===== src/rtl/panel_cfg_pkg.sv =====
package panel_cfg_pkg;

  localparam int ADDR_W  = 8;
  localparam int VAL_W   = 8;
  localparam int FRAME_W = ADDR_W + VAL_W;
  localparam int ON_LEN  = 5;
  localparam int OFF_LEN = 1;
  localparam int IDX_W   = $clog2(ON_LEN + 1);

  typedef enum logic [1:0] {
    LIST_ONE = 2'd0,
    LIST_ON  = 2'd1,
    LIST_OFF = 2'd2
  } list_e;

  typedef enum logic [2:0] {
    TX_IDLE = 3'd0,
    TX_LEAD = 3'd1,
    TX_LOW  = 3'd2,
    TX_HIGH = 3'd3,
    TX_GAP  = 3'd4
  } tx_state_e;

  typedef enum logic [1:0] {
    SQ_IDLE  = 2'd0,
    SQ_ISSUE = 2'd1,
    SQ_WAIT  = 2'd2
  } sq_state_e;

endpackage


===== src/rtl/pcs_half_tick.sv =====
module pcs_half_tick #(
  parameter int HALF_DIV = 2
) (
  input  logic clk,
  input  logic rst_n,
  input  logic run,
  output logic tick
);
  localparam int CNT_W = (HALF_DIV < 2) ? 1 : $clog2(HALF_DIV);
  localparam logic [CNT_W-1:0] CNT_LAST = CNT_W'(HALF_DIV - 1);

  logic [CNT_W-1:0] cnt_q, cnt_d;

  assign tick = run && (cnt_q == CNT_LAST);

  always_comb begin
    cnt_d = cnt_q;
    if (!run || tick) cnt_d = '0;
    else              cnt_d = cnt_q + 1'b1;
  end

  always_ff @(posedge clk or negedge rst_n) begin
    if (!rst_n) cnt_q <= '0;
    else        cnt_q <= cnt_d;
  end

  AST_CNT_IN_RANGE: assert property (@(posedge clk) disable iff (!rst_n)
    cnt_q <= CNT_LAST);

endmodule


===== src/rtl/pcs_frame_tx.sv =====
module pcs_frame_tx
  import panel_cfg_pkg::*;
#(
  parameter int HALF_DIV = 2
) (
  input  logic               clk,
  input  logic               rst_n,
  input  logic               start,
  input  logic [FRAME_W-1:0] frame,
  output logic               sel_n,
  output logic               sclk,
  output logic               sdat,
  output logic               frame_done
);
  localparam int BIT_W = $clog2(FRAME_W);
  localparam logic [BIT_W-1:0] BIT_LAST = BIT_W'(FRAME_W - 1);

  tx_state_e          state_q, state_d;
  logic [FRAME_W-1:0] sh_q, sh_d;
  logic [BIT_W-1:0]   bit_q, bit_d;
  logic               tick;

  pcs_half_tick #(.HALF_DIV(HALF_DIV)) i_tick (
    .clk   (clk),
    .rst_n (rst_n),
    .run   (state_q != TX_IDLE),
    .tick  (tick)
  );

  always_comb begin
    state_d = state_q;
    sh_d    = sh_q;
    bit_d   = bit_q;
    unique case (state_q)
      TX_IDLE: if (start) begin
        state_d = TX_LEAD;
        sh_d    = frame;
        bit_d   = '0;
      end
      TX_LEAD: if (tick) state_d = TX_LOW;
      TX_LOW:  if (tick) state_d = TX_HIGH;
      TX_HIGH: if (tick) begin
        if (bit_q == BIT_LAST) begin
          state_d = TX_GAP;
        end else begin
          state_d = TX_LOW;
          bit_d   = bit_q + 1'b1;
          sh_d    = {sh_q[FRAME_W-2:0], 1'b0};
        end
      end
      TX_GAP:  if (tick) state_d = TX_IDLE;
      default: state_d = TX_IDLE;
    endcase
  end

  always_ff @(posedge clk or negedge rst_n) begin
    if (!rst_n) begin
      state_q <= TX_IDLE;
      sh_q    <= '0;
      bit_q   <= '0;
    end else begin
      state_q <= state_d;
      sh_q    <= sh_d;
      bit_q   <= bit_d;
    end
  end

  assign sel_n      = !((state_q == TX_LEAD) || (state_q == TX_LOW) || (state_q == TX_HIGH));
  assign sclk       = (state_q != TX_LOW);
  assign sdat       = ((state_q == TX_LOW) || (state_q == TX_HIGH)) ? sh_q[FRAME_W-1] : 1'b0;
  assign frame_done = (state_q == TX_GAP) && tick;

  AST_OPEN_WITH_IDLE_LINES: assert property (@(posedge clk) disable iff (!rst_n)
    $fell(sel_n) |-> (sclk && !sdat));

  AST_DATA_HOLD_CLK_HIGH: assert property (@(posedge clk) disable iff (!rst_n)
    (!sel_n && sclk && $past(sclk) && !$past(sel_n)) |-> $stable(sdat));

  AST_CLOSE_CLK_HIGH: assert property (@(posedge clk) disable iff (!rst_n)
    $rose(sel_n) |-> (sclk && ($past(bit_q) == BIT_LAST)));

  AST_PHASE_MOVES_ON_TICK: assert property (@(posedge clk) disable iff (!rst_n)
    ((state_q != $past(state_q)) && ($past(state_q) != TX_IDLE)) |-> $past(tick));

endmodule


===== src/rtl/pcs_cmd_rom.sv =====
module pcs_cmd_rom
  import panel_cfg_pkg::*;
(
  input  list_e              sel,
  input  logic [IDX_W-1:0]   idx,
  input  logic [FRAME_W-1:0] one_word,
  output logic [FRAME_W-1:0] word,
  output logic               is_last
);
  always_comb begin
    word    = one_word;
    is_last = 1'b1;
    unique case (sel)
      LIST_ON: begin
        is_last = (idx == IDX_W'(ON_LEN - 1));
        case (idx)
          IDX_W'(0): word = {8'h05, 8'h1E};
          IDX_W'(1): word = {8'h05, 8'h5E};
          IDX_W'(2): word = {8'h07, 8'h8D};
          IDX_W'(3): word = {8'h13, 8'h01};
          default:   word = {8'h05, 8'h5F};
        endcase
      end
      LIST_OFF: begin
        is_last = (idx == IDX_W'(OFF_LEN - 1));
        word    = {8'h05, 8'h5E};
      end
      default: begin
        is_last = 1'b1;
        word    = one_word;
      end
    endcase
  end
endmodule


===== src/rtl/panel_cfg_seq.sv =====
module panel_cfg_seq
  import panel_cfg_pkg::*;
#(
  parameter int HALF_DIV = 2
) (
  input  logic              clk,
  input  logic              rst_n,
  input  logic              wr_req,
  input  logic [ADDR_W-1:0] wr_addr,
  input  logic [VAL_W-1:0]  wr_val,
  input  logic              on_req,
  input  logic              off_req,
  output logic              ser_sel_n,
  output logic              ser_clk,
  output logic              ser_dat,
  output logic              busy,
  output logic              done
);
  sq_state_e          sq_q, sq_d;
  list_e              sel_q, sel_d;
  logic [IDX_W-1:0]   idx_q, idx_d;
  logic [FRAME_W-1:0] one_q;
  logic               one_en;
  logic               done_q, done_d;
  logic               accept;
  logic [FRAME_W-1:0] rom_word;
  logic               rom_last;
  logic               frame_done;

  assign accept = (sq_q == SQ_IDLE) && (wr_req || on_req || off_req);
  assign one_en = accept && wr_req;

  always_comb begin
    sq_d   = sq_q;
    sel_d  = sel_q;
    idx_d  = idx_q;
    done_d = 1'b0;
    unique case (sq_q)
      SQ_IDLE: if (accept) begin
        sq_d  = SQ_ISSUE;
        idx_d = '0;
        if (off_req)     sel_d = LIST_OFF;
        else if (on_req) sel_d = LIST_ON;
        else             sel_d = LIST_ONE;
      end
      SQ_ISSUE: sq_d = SQ_WAIT;
      SQ_WAIT: if (frame_done) begin
        if (rom_last) begin
          sq_d   = SQ_IDLE;
          done_d = 1'b1;
        end else begin
          sq_d  = SQ_ISSUE;
          idx_d = idx_q + 1'b1;
        end
      end
      default: sq_d = SQ_IDLE;
    endcase
  end

  always_ff @(posedge clk or negedge rst_n) begin
    if (!rst_n) begin
      sq_q   <= SQ_IDLE;
      sel_q  <= LIST_ONE;
      idx_q  <= '0;
      done_q <= 1'b0;
    end else begin
      sq_q   <= sq_d;
      sel_q  <= sel_d;
      idx_q  <= idx_d;
      done_q <= done_d;
    end
  end

  always_ff @(posedge clk or negedge rst_n) begin
    if (!rst_n)      one_q <= '0;
    else if (one_en) one_q <= {wr_addr, wr_val};
  end

  pcs_cmd_rom i_rom (
    .sel      (sel_q),
    .idx      (idx_q),
    .one_word (one_q),
    .word     (rom_word),
    .is_last  (rom_last)
  );

  pcs_frame_tx #(.HALF_DIV(HALF_DIV)) i_tx (
    .clk        (clk),
    .rst_n      (rst_n),
    .start      (sq_q == SQ_ISSUE),
    .frame      (rom_word),
    .sel_n      (ser_sel_n),
    .sclk       (ser_clk),
    .sdat       (ser_dat),
    .frame_done (frame_done)
  );

  assign busy = (sq_q != SQ_IDLE);
  assign done = done_q;

  AST_DONE_ONE_CYCLE: assert property (@(posedge clk) disable iff (!rst_n)
    done |=> !done);

  AST_DONE_ENDS_BUSY: assert property (@(posedge clk) disable iff (!rst_n)
    done |-> (!busy && $past(busy)));

  AST_BUSY_HAS_CAUSE: assert property (@(posedge clk) disable iff (!rst_n)
    $rose(busy) |-> $past(wr_req || on_req || off_req));

  AST_REQ_DROPPED_BUSY: assert property (@(posedge clk) disable iff (!rst_n)
    busy |=> ($stable(sel_q) && $stable(one_q)));

  AST_OFF_WINS: assert property (@(posedge clk) disable iff (!rst_n)
    (!busy && off_req) |=> (sel_q == LIST_OFF));

endmodule


===== config.mk =====
export PLATFORM = sky130hd
export DESIGN_NAME = panel_cfg_seq
export DESIGN_NICKNAME = d
export VERILOG_FILES = /design/src/rtl/panel_cfg_pkg.sv /design/src/rtl/pcs_half_tick.sv /design/src/rtl/pcs_frame_tx.sv /design/src/rtl/pcs_cmd_rom.sv /design/src/rtl/panel_cfg_seq.sv
export SDC_FILE = /design/constraint.sdc
export NUM_CORES = 1
export LEC_CHECK = 0
export BUFFER_PORTS_ARGS = -buffer_cell sky130_fd_sc_hd__buf_2
export CAP_MARGIN = 20
export CORE_UTILIZATION = 52
export DETAILED_ROUTE_END_ITERATION = 12
export GPL_TIMING_DRIVEN = 0
export HOLD_SLACK_MARGIN = 0.15
export PLACE_DENSITY_LB_ADDON = 0.3
export SLEW_MARGIN = 20
export SYNTH_ARGS = -nofsm -noshare
export SYNTH_HDL_FRONTEND = slang
export SYNTH_SLANG_ARGS = --single-unit

===== constraint.sdc =====
create_clock -name clk -period 1.59 [get_ports clk]
set_clock_uncertainty 0.05 [all_clocks]
set_input_delay 0.159 -clock clk [delete_from_list [all_inputs] [get_ports clk]]
set_output_delay 0.159 -clock clk [all_outputs]
set_load 0.005 [all_outputs]

# ---- Word-level counts from Yosys, hierarchy flattened
# Cells that the tools add are included.
dict set report totals {
  register_bits 48
  inputBits 21
  output_inout_bits 5
  elab_cells 92
}
dict set report op_classes {
  add_sub_neg 3
  n_eq_ne 23
  muxes 33
  reduce_logical 24
}
# op count
set ops {}
lappend ops {{$pmux W16 S2} 2}
lappend ops {{$pmux W13 S4} 1}
lappend ops {{$mux W16} 3}
lappend ops {{$mux W3} 9}
lappend ops {{$ne A2 B2 Y1 const B} 8}
lappend ops {{$pmux W3 S5} 1}
lappend ops {{$eq A3 B2 Y1 const B} 4}
lappend ops {{$mux W4} 3}
lappend ops {{$pmux W4 S2} 1}
lappend ops {{$reduce_and A4 Y1} 2}
lappend ops {{$mux W1} 7}
lappend ops {{$eq A3 B1 Y1 const B} 2}
lappend ops {{$eq A3 B3 Y1 const B} 2}
lappend ops {{$logic_not A3 Y1} 2}
lappend ops {{$logic_or A1 B1 Y1} 6}
lappend ops {{$mux W2} 3}
lappend ops {{$pmux W2 S3} 1}
lappend ops {{$pmux W3 S2} 1}
lappend ops {{$reduce_bool A2 Y1} 3}
lappend ops {{$reduce_and A5 Y1} 1}
lappend ops {{$add A4 B1 Y4 const B} 1}
lappend ops {{$eq A2 B1 Y1 const B} 2}
lappend ops {{$eq A2 B2 Y1 const B} 2}
lappend ops {{$eq A4 B4 Y1 const B} 1}
lappend ops {{other kinds (10)} 15}

# ---- Logic depth before layout (Yosys ltp)
# Gate-level depths: netlist (run 1).
dict set report depth {
  ltp_word 5
  ltp_mapped 8
  depth_no_buf 6
}

# ---- Hierarchy
# A second synthesis (run 1) with hierarchy kept.
dict set report unflattened {
  cells_unflattened 212
  area_unflattened_um2 2608.8
}
# mod instances cells_per_inst area_each_um2 seq_area_each_um2
set by_module_without_submodules {}
lappend by_module_without_submodules {pcs_frame_tx 1 100 1292.5 575.6}
lappend by_module_without_submodules {panel_cfg_seq 1 67 1007.2 600.6}
lappend by_module_without_submodules {pcs_cmd_rom 1 42 267.8 0.0}
lappend by_module_without_submodules {pcs_half_tick 1 3 41.3 25.0}

# ---- Least setup slack after synthesis (run 1)
# Ideal clock, no wire load.
dict set report synth_path {
  path_type {flip-flop to flip-flop}
  start {reg sel_q[0]}
  end {reg i_tx.sh_q[3]}
  setup_ns 0.094
  t_arrival_ns 1.559
  t_required_ns 1.446
  setup_slack_ns -0.113
  stages_incl_launch_ff 7
  path_buffers 1
  period_less_slack_ns 1.703
  path_cell_list {dfrtp_1 -> inv_1 -> ha_1 -> clkbuf_1 -> a311o_1 -> o2111a_1 -> a211oi_1}
}
dict set report synth_between {
  elab_chain_cells 4
  word_cells_on_any_way 5
  cone_classes {eq/ne: 2; mux: 3}
}
# item line_no
set synth_lines {}
lappend synth_lines {{start, declared} panel_cfg_seq.sv:20} ;# list_e sel_q, sel_d;
lappend synth_lines {{start signal, assigned} panel_cfg_seq.sv:68} ;# sel_q <= sel_d;
lappend synth_lines {{$eq A2 B2 Y1 or $eq A2 B1 Y1 (tied branches)} pcs_cmd_rom.sv:13} ;# unique case (sel)
lappend synth_lines {{$pmux W16 S2 *} pcs_cmd_rom.sv:13}
lappend synth_lines {{$mux W16 *} pcs_frame_tx.sv:35} ;# TX_IDLE: if (start) begin
lappend synth_lines {{$pmux W16 S2 *} pcs_frame_tx.sv:34} ;# unique case (state_q)
lappend synth_lines {{end signal, assigned} pcs_frame_tx.sv:59} ;# sh_q <= '0;
lappend synth_lines {{end signal, assigned} pcs_frame_tx.sv:63} ;# sh_q <= sh_d;
lappend synth_lines {{end, declared} pcs_frame_tx.sv:19} ;# logic [FRAME_W-1:0] sh_q, sh_d;
# Mark *: on every way between the ends. The rest lies on a longest branch, timed or not. The select of a mux whose other input is x is not followed.
# A chain may end at the register's enable or synchronous reset.

# ---- Worst setup path in the final report (run 1)
dict set report layout_path {
  start {reg i_tx.state_q[2]}
  end {reg i_tx.sh_q[4]}
}
dict set report layout_between {
  elab_chain_cells 4
  word_cells_on_any_way 10
  cone_classes {eq/ne: 4; mux: 1; reduce/logical: 5}
}
# item line_no
set layout_lines {}
lappend layout_lines {{start, declared} pcs_frame_tx.sv:18} ;# tx_state_e state_q, state_d;
lappend layout_lines {{start signal, assigned} pcs_frame_tx.sv:62} ;# state_q <= state_d;
lappend layout_lines {{$reduce_bool A3 Y1} pcs_frame_tx.sv:26} ;# .run (state_q != TX_IDLE),
lappend layout_lines {{$logic_and A1 B1 Y1} pcs_half_tick.sv:14} ;# assign tick = run && (cnt_q == CNT_LAST);
lappend layout_lines {{$ne A2 B2 Y1 (no line)} -}
lappend layout_lines {{$reduce_and A4 Y1 (no line)} -}
# Several ways; a longest one is shown, not always the timed one.

==> metrics, run 1 <==
final number of max-transition violations=0; number of H-tree levels=2; pin count of the biggest net entering global routing=49; setup slack on the worst flop-to-flop path=-140 ps; adder-cell area share of the yosys netlist=4.12%; fin area=3510 sq um; Post-Route Utilization=79.4%; synthesized-area fraction occupied by ao, oa, aoi and oai cells=15.2%; kind of critical path=reg2reg; beginning of the worst hold path=wr_req; non-filler cells, final=373; Post-Route WL=7280 um; startpoint of the worst setup timing path=i_tx.state_q[2]$_DFFE_PN0P_; initial antenna violation count=0; via density per instance=6.13; endpoint kind of the worst setup timing path=flop; Max Cap Viol=0; share of synthesized cell area in and, or, nand and nor gates=16.9%; Setup-failing EPs final=21; global route overflow=0; initial standard-cell utilization of the core=55.0%; count of nets left with antenna violations after detail routing=0; crit path setup slack, layout=-139 ps; critical register-to-register path endpoint=i_tx.sh_q[4]$_DFFE_PN0P_; async set or reset register ratio after synthesis=100%; Reg2Reg Depth=7; cell chosen for the clock root=clkbuf_8; Clock transition at path regs=90 ps; ant diodes=0; final critical path time including I/O delays and setup=1730 ps; Sinks on Clock Net=48; hold slack=213 ps; tightest slew margin relative to the limit=59.7%; number of cells in the design after placement=315; total core area=4410 sq um; Via Count=2,288; combinational family with the most area after synthesis=simple AND/OR/NAND/NOR gates; die height=70.3 um; DP Wirelength=3390 um; CTS tree=built; Syn Std Cell Area=2430 sq um; # fillers=231; worst hold path class=in2reg; Die Wd=70.3 um; post-synthesis cell type count=42; unrepaired setup endpoints after global routing=yes; buffer levels on the longest clock path=2; multi-input gate area in the final layout=1290 sq um; synthesized-area fraction occupied by xor and xnor cells=0%; critical path required time=1770 ps; launching element type of the critical path=flop; Max FO, Critical Path=5; number of cells produced by synthesis=238; total placed instance area=2630 sq um; IR Drop Worst-Case VDD=1.27 mV; status=finished, violations left; clock latency reported for the late side of the worst-skew pair=310 ps; total of flip-flops plus latches after synthesis=48; Hold Crit Endpoint=sel_q[0]$_DFFE_PN0P_; leakage=1.54 nW; total number of placement rows=24; P per Cell Area=1970 nW/um^2; Tightest Pin Transition=604 ps; Warnings, synthesis=0; share of layout cells above drive strength 1=46.1%; post-route clock period utilization=109%; die footprint=4940 sq um; IO Count=26; FMAX=578 MHz; data arrival time of the critical path=1900 ps; number of nets produced by synthesis=267; multiplexer fraction of the synthesized cell area=7.84%; Total Nets Final=350; Sequential Area=1210 sq um; violations in the final reports=negative setup slack; weighted congestion reported at the end of routability-driven placement=0.801; layout-stage area growth over the synthesis result=44.4%; via count of the first global-routing pass=1,970; R2R Path Start=i_tx.state_q[2]$_DFFE_PN0P_; number of violations reported at the end of detailed-routing iteration 0=177; routed length per placed instance=19.5 um; count of cells along the worst hold path=3; number of buffers added on ports=25; global-route usage over all layers=25.3%; leading register cell type out of synthesis=dfrtp_1; number of clock buffers inserted by TritonCTS=5; Synth area leaders=dfrtp_1, mux2_2, nand2_1; sequential fraction of the synthesis area=49.5%; final count of hold timing violations=0; first-pass GRT wire length=9680 um; Pre-antenna DRT Iters=4; average footprint of a synthesized cell=10.2 sq um; post-route DRC violation count=0; post-synthesis cell type with the largest combined area=dfrtp_1; fraction of post-synthesis cell area in the top cell type by area=49.5%; Post-synth EDFFs=0
[final cells by class]
class                      count  share of cell area, %
clock inverter                 2                  0.357
timing repair buffer          78                   19.2
sequential                    48                   34.4
clock buffer                   5                   1.96
tap                           52                   1.86
multi-input combinational    163                   36.9
buffer                        14                   4.00
inverter                      11                   1.32
[layer usage]
layer	track usage (%)	vias to the layer above	share of wire (%)
li1	-	1010	-
met1	34.7	1125	39
met2	42.0	122	50
met3	4.33	31	6.8
met4	6.00	0	4.1
met5	0	-	0
[synthesized netlist by cell type (4+ instances only)]
library cell,instances
dfrtp_1,48
nand2_1,31
nor2_1,19
o21ai_0,18
mux2_2,16
nand3_1,14
inv_1,11
ha_1,8
a211oi_1,6
a31oi_1,6
clkbuf_1,6
buf_6,5
nor3_1,4
o21ai_1,4
[kinds of logic after synthesis]
family / count (synthesis)
AOI/OAI and AO/OA: 53
adders and majority gates: 8
buffers and inverters: 27
DFF: 48
muxes: 17
and+or+nand+nor: 85
[worst max-delay path, stage by stage, from the launching register on]
cell and delay, ps:
dfrtp_1 390, buf_6 140, and3b_1 220, buf_6 120, a32o_2 190, buf_2 190
o21ai_0 160, o21ai_1 190
[how the worst max path moves through the flow]
stage                                     to  slack [ps]
finish              i_tx.sh_q[4]$_DFFE_PN0P_        -140
global route        i_tx.sh_q[4]$_DFFE_PN0P_        -180
CTS                 i_tx.sh_q[3]$_DFFE_PN0P_        -100
detailed placement      idx_q[1]$_DFFE_PN0P_        -190
global placement        idx_q[2]$_DFFE_PN0P_        -160
floorplan           i_tx.sh_q[3]$_DFFE_PN0P_          -1
[through the flow]
step | TNS [ps] | total power [mW] | setup slack [ps]
2_1_floorplan | -3.45 | 3.83 | -1.15
3_3_place_gp | -3090 | 4.33 | -157
3_5_place_dp | -4330 | 4.42 | -185
4_1_cts | -472 | 5.79 | -96.7
5_1_grt | -2870 | 7.25 | -177
6_report | -1450 | 6.91 | -139
[where the power goes]
| part | leakage (nW) | switching [mW] | internal, mW |
|---|---|---|---|
| clock network | 0.0400 | 0.424 | 0.299 |
| logic | 0.927 | 1.95 | 2.04 |
| registers | 0.572 | 0.435 | 1.76 |
[sequential cells by signal, indices dropped and copies added, names as in the netlist]
register	count
i_tx.i_tick.cnt_q	1
i_tx.bit_q	4
one_q	16
sel_q	2
i_tx.state_q	3
sq_q	2
idx_q	3
done	1
i_tx.sh_q	16
[cell usage in the layout, fill, tap and decap left out, types with 4 or more instances in the layout]
master,n
a31oi_1,5
buf_2,27
buf_4,25
buf_6,6
buf_8,4
clkbuf_2,4
clkbuf_8,5
dfrtp_1,43
dfrtp_2,5
dlygate4sd3_1,19
ha_1,5
inv_1,8
mux2_2,16
nand2_1,20
nand2_2,6
nand2_4,5
nand3_1,10
nor2_1,15
nor3_1,4
o21ai_0,13
o21ai_2,6
[repair_timing]
action / CTS / global route
pin swaps: 8 / 20
buffers inserted: 17 / 10
resized for setup: 31 / 49
endpoints found under the hold margin: 66 / 0
hold buffers: 19 / 0
setup endpoints to repair: 35 / 36
cloned: 2 / 5
No activity file was read; power rests on OpenSTA's default activity.
==> run 2, diff against run 1 <==
--- a/config.mk
+++ b/config.mk
@@ -12,6 +12,7 @@
 export GPL_TIMING_DRIVEN = 0
 export HOLD_SLACK_MARGIN = 0.15
 export PLACE_DENSITY_LB_ADDON = 0.3
+export SETUP_SLACK_MARGIN = 0.02
 export SLEW_MARGIN = 20
 export SYNTH_ARGS = -nofsm -noshare
 export SYNTH_HDL_FRONTEND = slang
==> metrics, run 2 (synthesized netlist as in run 1, its figures left out) <==
most common cell after layout, fill and taps aside=dfrtp_1; IR Drop Worst-Case VDD=1.42 mV; Setup-failing EPs final=18; Max Cap Viol=0; Max FO, Critical Path=6; data arrival time of the critical path=1910 ps; kind of critical path=reg2reg; die height=70.3 um; CTS tree=built; Total Nets Final=361; GR met3 Demand/Resource=5.63%; total number of placement rows=24; Post-Route WL=8490 um; violations in the final reports=negative setup slack; share of layout cells above drive strength 1=46.2%; leakage=1.58 nW; non-filler cells, final=385; worst hold path class=in2reg; final count of hold timing violations=0; FMAX=560 MHz; IO Count=26; Clock transition at path regs=90 ps; launching element type of the critical path=flop; Post-Route Utilization=82.1%; unrepaired setup endpoints after global routing=yes; fin area=3620 sq um; endpoint kind of the worst setup timing path=flop; clock latency reported for the late side of the worst-skew pair=310 ps; status=finished, violations left; critical path required time=1710 ps; # fillers=217; slowest stage delay, CP=410 ps; die footprint=4940 sq um; total placed instance area=2640 sq um; fraction of met1 tracks used by global routing=32.8%; weighted congestion reported at the end of routability-driven placement=0.803; number of cells in the design after placement=315; cell chosen for the clock root=clkbuf_8; count of nets left with antenna violations after detail routing=0; ant diodes=0; worst setup timing slack at the placement stage=-216 ps; routing usage on met2=43.5%; Tightest Pin Transition=604 ps; final number of max-transition violations=0; Pre-antenna DRT Iters=5; buffer levels on the longest clock path=2; total core area=4410 sq um; layout-stage area growth over the synthesis result=49.3%; number of H-tree levels=2; final critical path time including I/O delays and setup=1790 ps; Via Count=2,393; critical path cell sequence=inv_2 > ha_4 > buf_8 > clkinvlp_4 > buf_4 > buf_4 > o21ai_2 > a31oi_1; routed length per placed instance=22.0 um; master of the slowest instance on the critical path=dfrtp_1; Sinks on Clock Net=48; global-route usage over all layers=25.9%; Die Wd=70.3 um; most utilized layer in the global route result=met2; Crit path top cell by count=buf_4; pin count of the biggest net entering global routing=49; highest-count cells in the layout ignoring fill and taps=dfrtp_1, buf_4, nand2_1; post-route clock period utilization=112%; initial standard-cell utilization of the core=55.0%; post-route DRC violation count=0; first-pass GRT wire length=9850 um; global route overflow=0; tightest slew margin relative to the limit=59.7%; number of clock buffers inserted by TritonCTS=5; registers with the most flip-flops=i_tx.sh_q: 16 flops, one_q: 16 flops, i_tx.bit_q: 4 flops; P per Cell Area=2050 nW/um^2; number of violations reported at the end of detailed-routing iteration 0=173; initial antenna violation count=0; via density per instance=6.22; DP Wirelength=3460 um; via count of the first global-routing pass=2,114; number of buffers added on ports=25; crit path setup slack, layout=-196 ps
run 2: worst paths after layout:
kind                                                from                  endpoint  slack [ps]  cells past startpoint
max in group asynchronous                          rst_n      sel_q[1]$_DFFE_PN0P_         710                      2
worst max register to register      sel_q[0]$_DFFE_PN0P_  i_tx.sh_q[8]$_DFFE_PN0P_        -200                      8
worst max-delay path                sel_q[0]$_DFFE_PN0P_  i_tx.sh_q[8]$_DFFE_PN0P_        -200                      8
worst min-delay path                              wr_req      sel_q[0]$_DFFE_PN0P_         250                      3
min in group asynchronous                          rst_n            done$_DFF_PN0_         350                      2
worst min register to register  i_tx.sh_q[0]$_DFFE_PN0P_  i_tx.sh_q[0]$_DFFE_PN0P_         450                      2
run 2: metrics by stage:
step	hold slack (ps)	total power [mW]	setup TNS, ps
2_1_floorplan	-187	3.84	-3.45
6_report	248	7.45	-1200
5_1_grt	260	7.74	-2230
3_5_place_dp	343	4.44	-3610
4_1_cts	215	5.93	-639
3_3_place_gp	340	4.34	-2790
run 2: routing by layer:
layer  vias up  routed length, um  share of wire, %
li1       1027                  -                 -
met1      1162               3100                36
met2       149               4240                50
met3        55                593               7.0
met4         0                557               6.6
met5         -                  0                 0
run 2: final cells by class:
type                    instances  area, sq um  share of cell area (%)
multi-input cells             164         1320                    36.5
flip-flops and latches         48         1200                    33.2
repair buffers                 88          723                    20.0
plain buffers                  14          168                    4.63
clock buffers                   6         82.6                    2.28
well taps                      52         65.1                    1.79
inverters                      11         45.0                    1.24
clock inverters                 2         15.0                   0.414
run 2: critical path, delay by kind of cell, from the launching register on:
family                   cells  cell delay (ps)
AO/OA/AOI/OAI                2              330
adder cells (fa/ha/maj)      1              270
buffers and inverters        5              600
flip-flops                   1              410
run 2: what timing repair did:
action / CTS / global route
hold buffers: 19 / 0
resized for setup: 43 / 64
hold endpoints to repair: 66 / 0
pin swaps: 9 / 25
gates cloned: 2 / 5
setup buffers: 20 / 19
setup endpoints to repair: 34 / 36
run 2: report_power, final:
part | total (mW) | leakage, nW | switching [mW] | internal [mW]
logic | 4.43 | 0.963 | 2.21 | 2.22
clock network | 0.795 | 0.0434 | 0.442 | 0.353
registers | 2.22 | 0.576 | 0.469 | 1.75
total | 7.45 | 1.58 | 3.12 | 4.32
==> run 3, diff against run 2 <==
--- a/config.mk
+++ b/config.mk
@@ -7,11 +7,12 @@
 export LEC_CHECK = 0
 export BUFFER_PORTS_ARGS = -buffer_cell sky130_fd_sc_hd__buf_2
 export CAP_MARGIN = 20
-export CORE_UTILIZATION = 52
+export CORE_UTILIZATION = 45
 export DETAILED_ROUTE_END_ITERATION = 12
 export GPL_TIMING_DRIVEN = 0
 export HOLD_SLACK_MARGIN = 0.15
 export PLACE_DENSITY_LB_ADDON = 0.3
+export REMOVE_ABC_BUFFERS = 1
 export SETUP_SLACK_MARGIN = 0.02
 export SLEW_MARGIN = 20
 export SYNTH_ARGS = -nofsm -noshare
==> metrics, run 3 (synthesized netlist as in run 1, its figures left out) <==
violations in the final reports=negative setup slack; total core area=5140 sq um; worst hold path class=in2reg; critical path required time=1740 ps; via count of the first global-routing pass=1,820; highest-count cells in the layout ignoring fill and taps=dfrtp_1, nand2_1, buf_2; ant diodes=0; R2R Path Start=sel_q[1]$_DFFE_PN0P_; post-route clock period utilization=103%; layout-stage area growth over the synthesis result=35.7%; Reg2Reg Depth=6; kind of critical path=reg2reg; # fillers=432; Max FO, Critical Path=6; Total Nets Final=332; CP Buf/Inv Count=1; tightest slew margin relative to the limit=59.0%; crit-path leading delay family=compound AO/OA/AOI/OAI gates; Tightest Pin Transition=615 ps; die footprint=5690 sq um; initial antenna violation count=0; share of layout cells above drive strength 1=39.1%; buffer levels on the longest clock path=2; Net Sw Frac=38.2%; Pre-antenna DRT Iters=6; via density per instance=5.48; total number of placement rows=26; Die Wd=75.4 um; Max Cap Viol=0; share of power burned in the clock network=14.9%; registers with the most flip-flops=i_tx.sh_q: 16 flops, one_q: 16 flops, i_tx.bit_q: 4 flops; endpoint kind of the worst setup timing path=flop; final critical path time including I/O delays and setup=1640 ps; number of H-tree levels=2; Via Count=2,048; Post-Route Utilization=64.1%; Sinks on Clock Net=48; most common cell after layout, fill and taps aside=dfrtp_1; data arrival time of the critical path=1790 ps; cell chosen for the clock root=clkbuf_8; unrepaired setup endpoints after global routing=yes; clock latency reported for the late side of the worst-skew pair=310 ps; Post-Route WL=5520 um; hold slack=229 ps; weighted congestion reported at the end of routability-driven placement=0.740; number of violations reported at the end of detailed-routing iteration 0=93; IO Count=26; crit path setup slack, layout=-52.1 ps; first-pass GRT wire length=8490 um; leakage=1.42 nW; pin count of the biggest net entering global routing=49; count of nets left with antenna violations after detail routing=0; DP Wirelength=2980 um; Clock transition at path regs=90 ps; FMAX=609 MHz; global-route usage over all layers=20.3%; final count of hold timing violations=0; IR Drop Worst-Case VDD=1.02 mV; die height=75.4 um; master of the slowest instance on the critical path=o211ai_1; Pwr Total=6.13 mW; fraction of power consumed by sequential logic=36.2%; status=finished, violations left; P per Cell Area=1860 nW/um^2; startpoint of the worst setup timing path=sel_q[1]$_DFFE_PN0P_; slowest stage delay, CP=480 ps; P_int=3.79 mW; global route overflow=0; critical register-to-register path endpoint=idx_q[1]$_DFFE_PN0P_; number of buffers added on ports=25; Setup-failing EPs final=9; Worst setup endpoint=idx_q[1]$_DFFE_PN0P_; launching element type of the critical path=flop; initial standard-cell utilization of the core=47.2%; part of the total power dissipated in combinational logic=48.9%; number of clock buffers inserted by TritonCTS=5; setup slack on the worst flop-to-flop path=-50 ps; number of gates on the worst path with buffers counted=6; routed length per placed instance=14.8 um; net switching power=2.34 mW; CTS tree=built; post-route DRC violation count=0; final number of max-transition violations=0; critical path cell sequence=inv_2 > ha_4 > mux2i_2 > o211ai_1 > nand3_1 > o311ai_1
-- run 3: changes by cell type in the layout (fill, tap and decap cells not counted), sizes merged --
| cell | change |
|---|---|
| nand3b | +1 |
| bufinv | +1 |
| inv | +2 |
| clkbuf | -2 |
| clkinvlp | -2 |
| a32oi | -1 |
| buf | -29 |
| and2 | +1 |
-- run 3: power by group through the flow --
stage,Combinational [mW],Clock [mW],Sequential (mW)
CTS,2.45,0.926,2.17
floorplan,1.51,0,2.04
detailed placement,1.94,0,2.17
global placement,1.90,0,2.15
global route,3.29,0.976,2.30
finish,3.00,0.914,2.22
-- run 3: worst reg2reg max path: stages, from the launching register on --
cell,delay (ps)
dfrtp_2,450
inv_2,80
ha_4,140
mux2i_2,70
o211ai_1,480
nand3_1,160
o311ai_1,110
-- run 3: metal layers --
metal / vias to the layer above / share of wire, % / wire, um / GRT usage (%)
met3: 11 / 3.5 / 194 / 4.23
met2: 46 / 50 / 2740 / 34.0
met1: 1019 / 45 / 2500 / 26.6
li1: 972 / - / - / -
met4: 0 / 1.6 / 91 / 5.97
met5: - / 0 / 0 / 0
-- run 3: cell type report --
type	instances	area (sq um)	share of cell area, %
Clock buffer	5	68.8	2.09
Clock inverter	3	46.3	1.41
Inverter	11	43.8	1.33
Multi-Input combinational cell	165	1250	37.9
Sequential cell	48	1210	36.8
Tap cell	70	87.6	2.66
Timing Repair Buffer	72	587	17.8
-- run 3: metrics by stage --
| stage | std cells | TNS [ps] | setup slack [ps] | instance area (sq um) |
|---|---|---|---|---|
| floorplan | 222 | -4060 | -266 | 2310 |
| CTS | 362 | -120 | -39.7 | 3060 |
| finish | 374 | -211 | -52.1 | 3290 |
| global placement | 317 | -17630 | -744 | 2520 |
| global route | 374 | -1190 | -166 | 3290 |
| detailed placement | 317 | -19170 | -746 | 2520 |
-- run 3: repair_timing --
action,in CTS,in global routing
hold buffers,19,0
buffers inserted,16,10
gates resized for setup,28,35
pin swaps,10,12
hold endpoints to repair,66,0
gates cloned,2,2
setup endpoints to repair,43,42
-- run 3: how the worst min path moves through the flow --
| stage | start | end | cells after the start |
|---|---|---|---|
| after floorplan | rst_n | done$_DFF_PN0_ | 0 |
| after global placement | wr_val[6] | one_q[6]$_DFFE_PN0P_ | 2 |
| after detailed placement | wr_addr[4] | one_q[12]$_DFFE_PN0P_ | 2 |
| after CTS | wr_req | sel_q[0]$_DFFE_PN0P_ | 3 |
| after global routing | wr_req | sel_q[0]$_DFFE_PN0P_ | 3 |
| final | wr_req | sel_q[0]$_DFFE_PN0P_ | 3 |
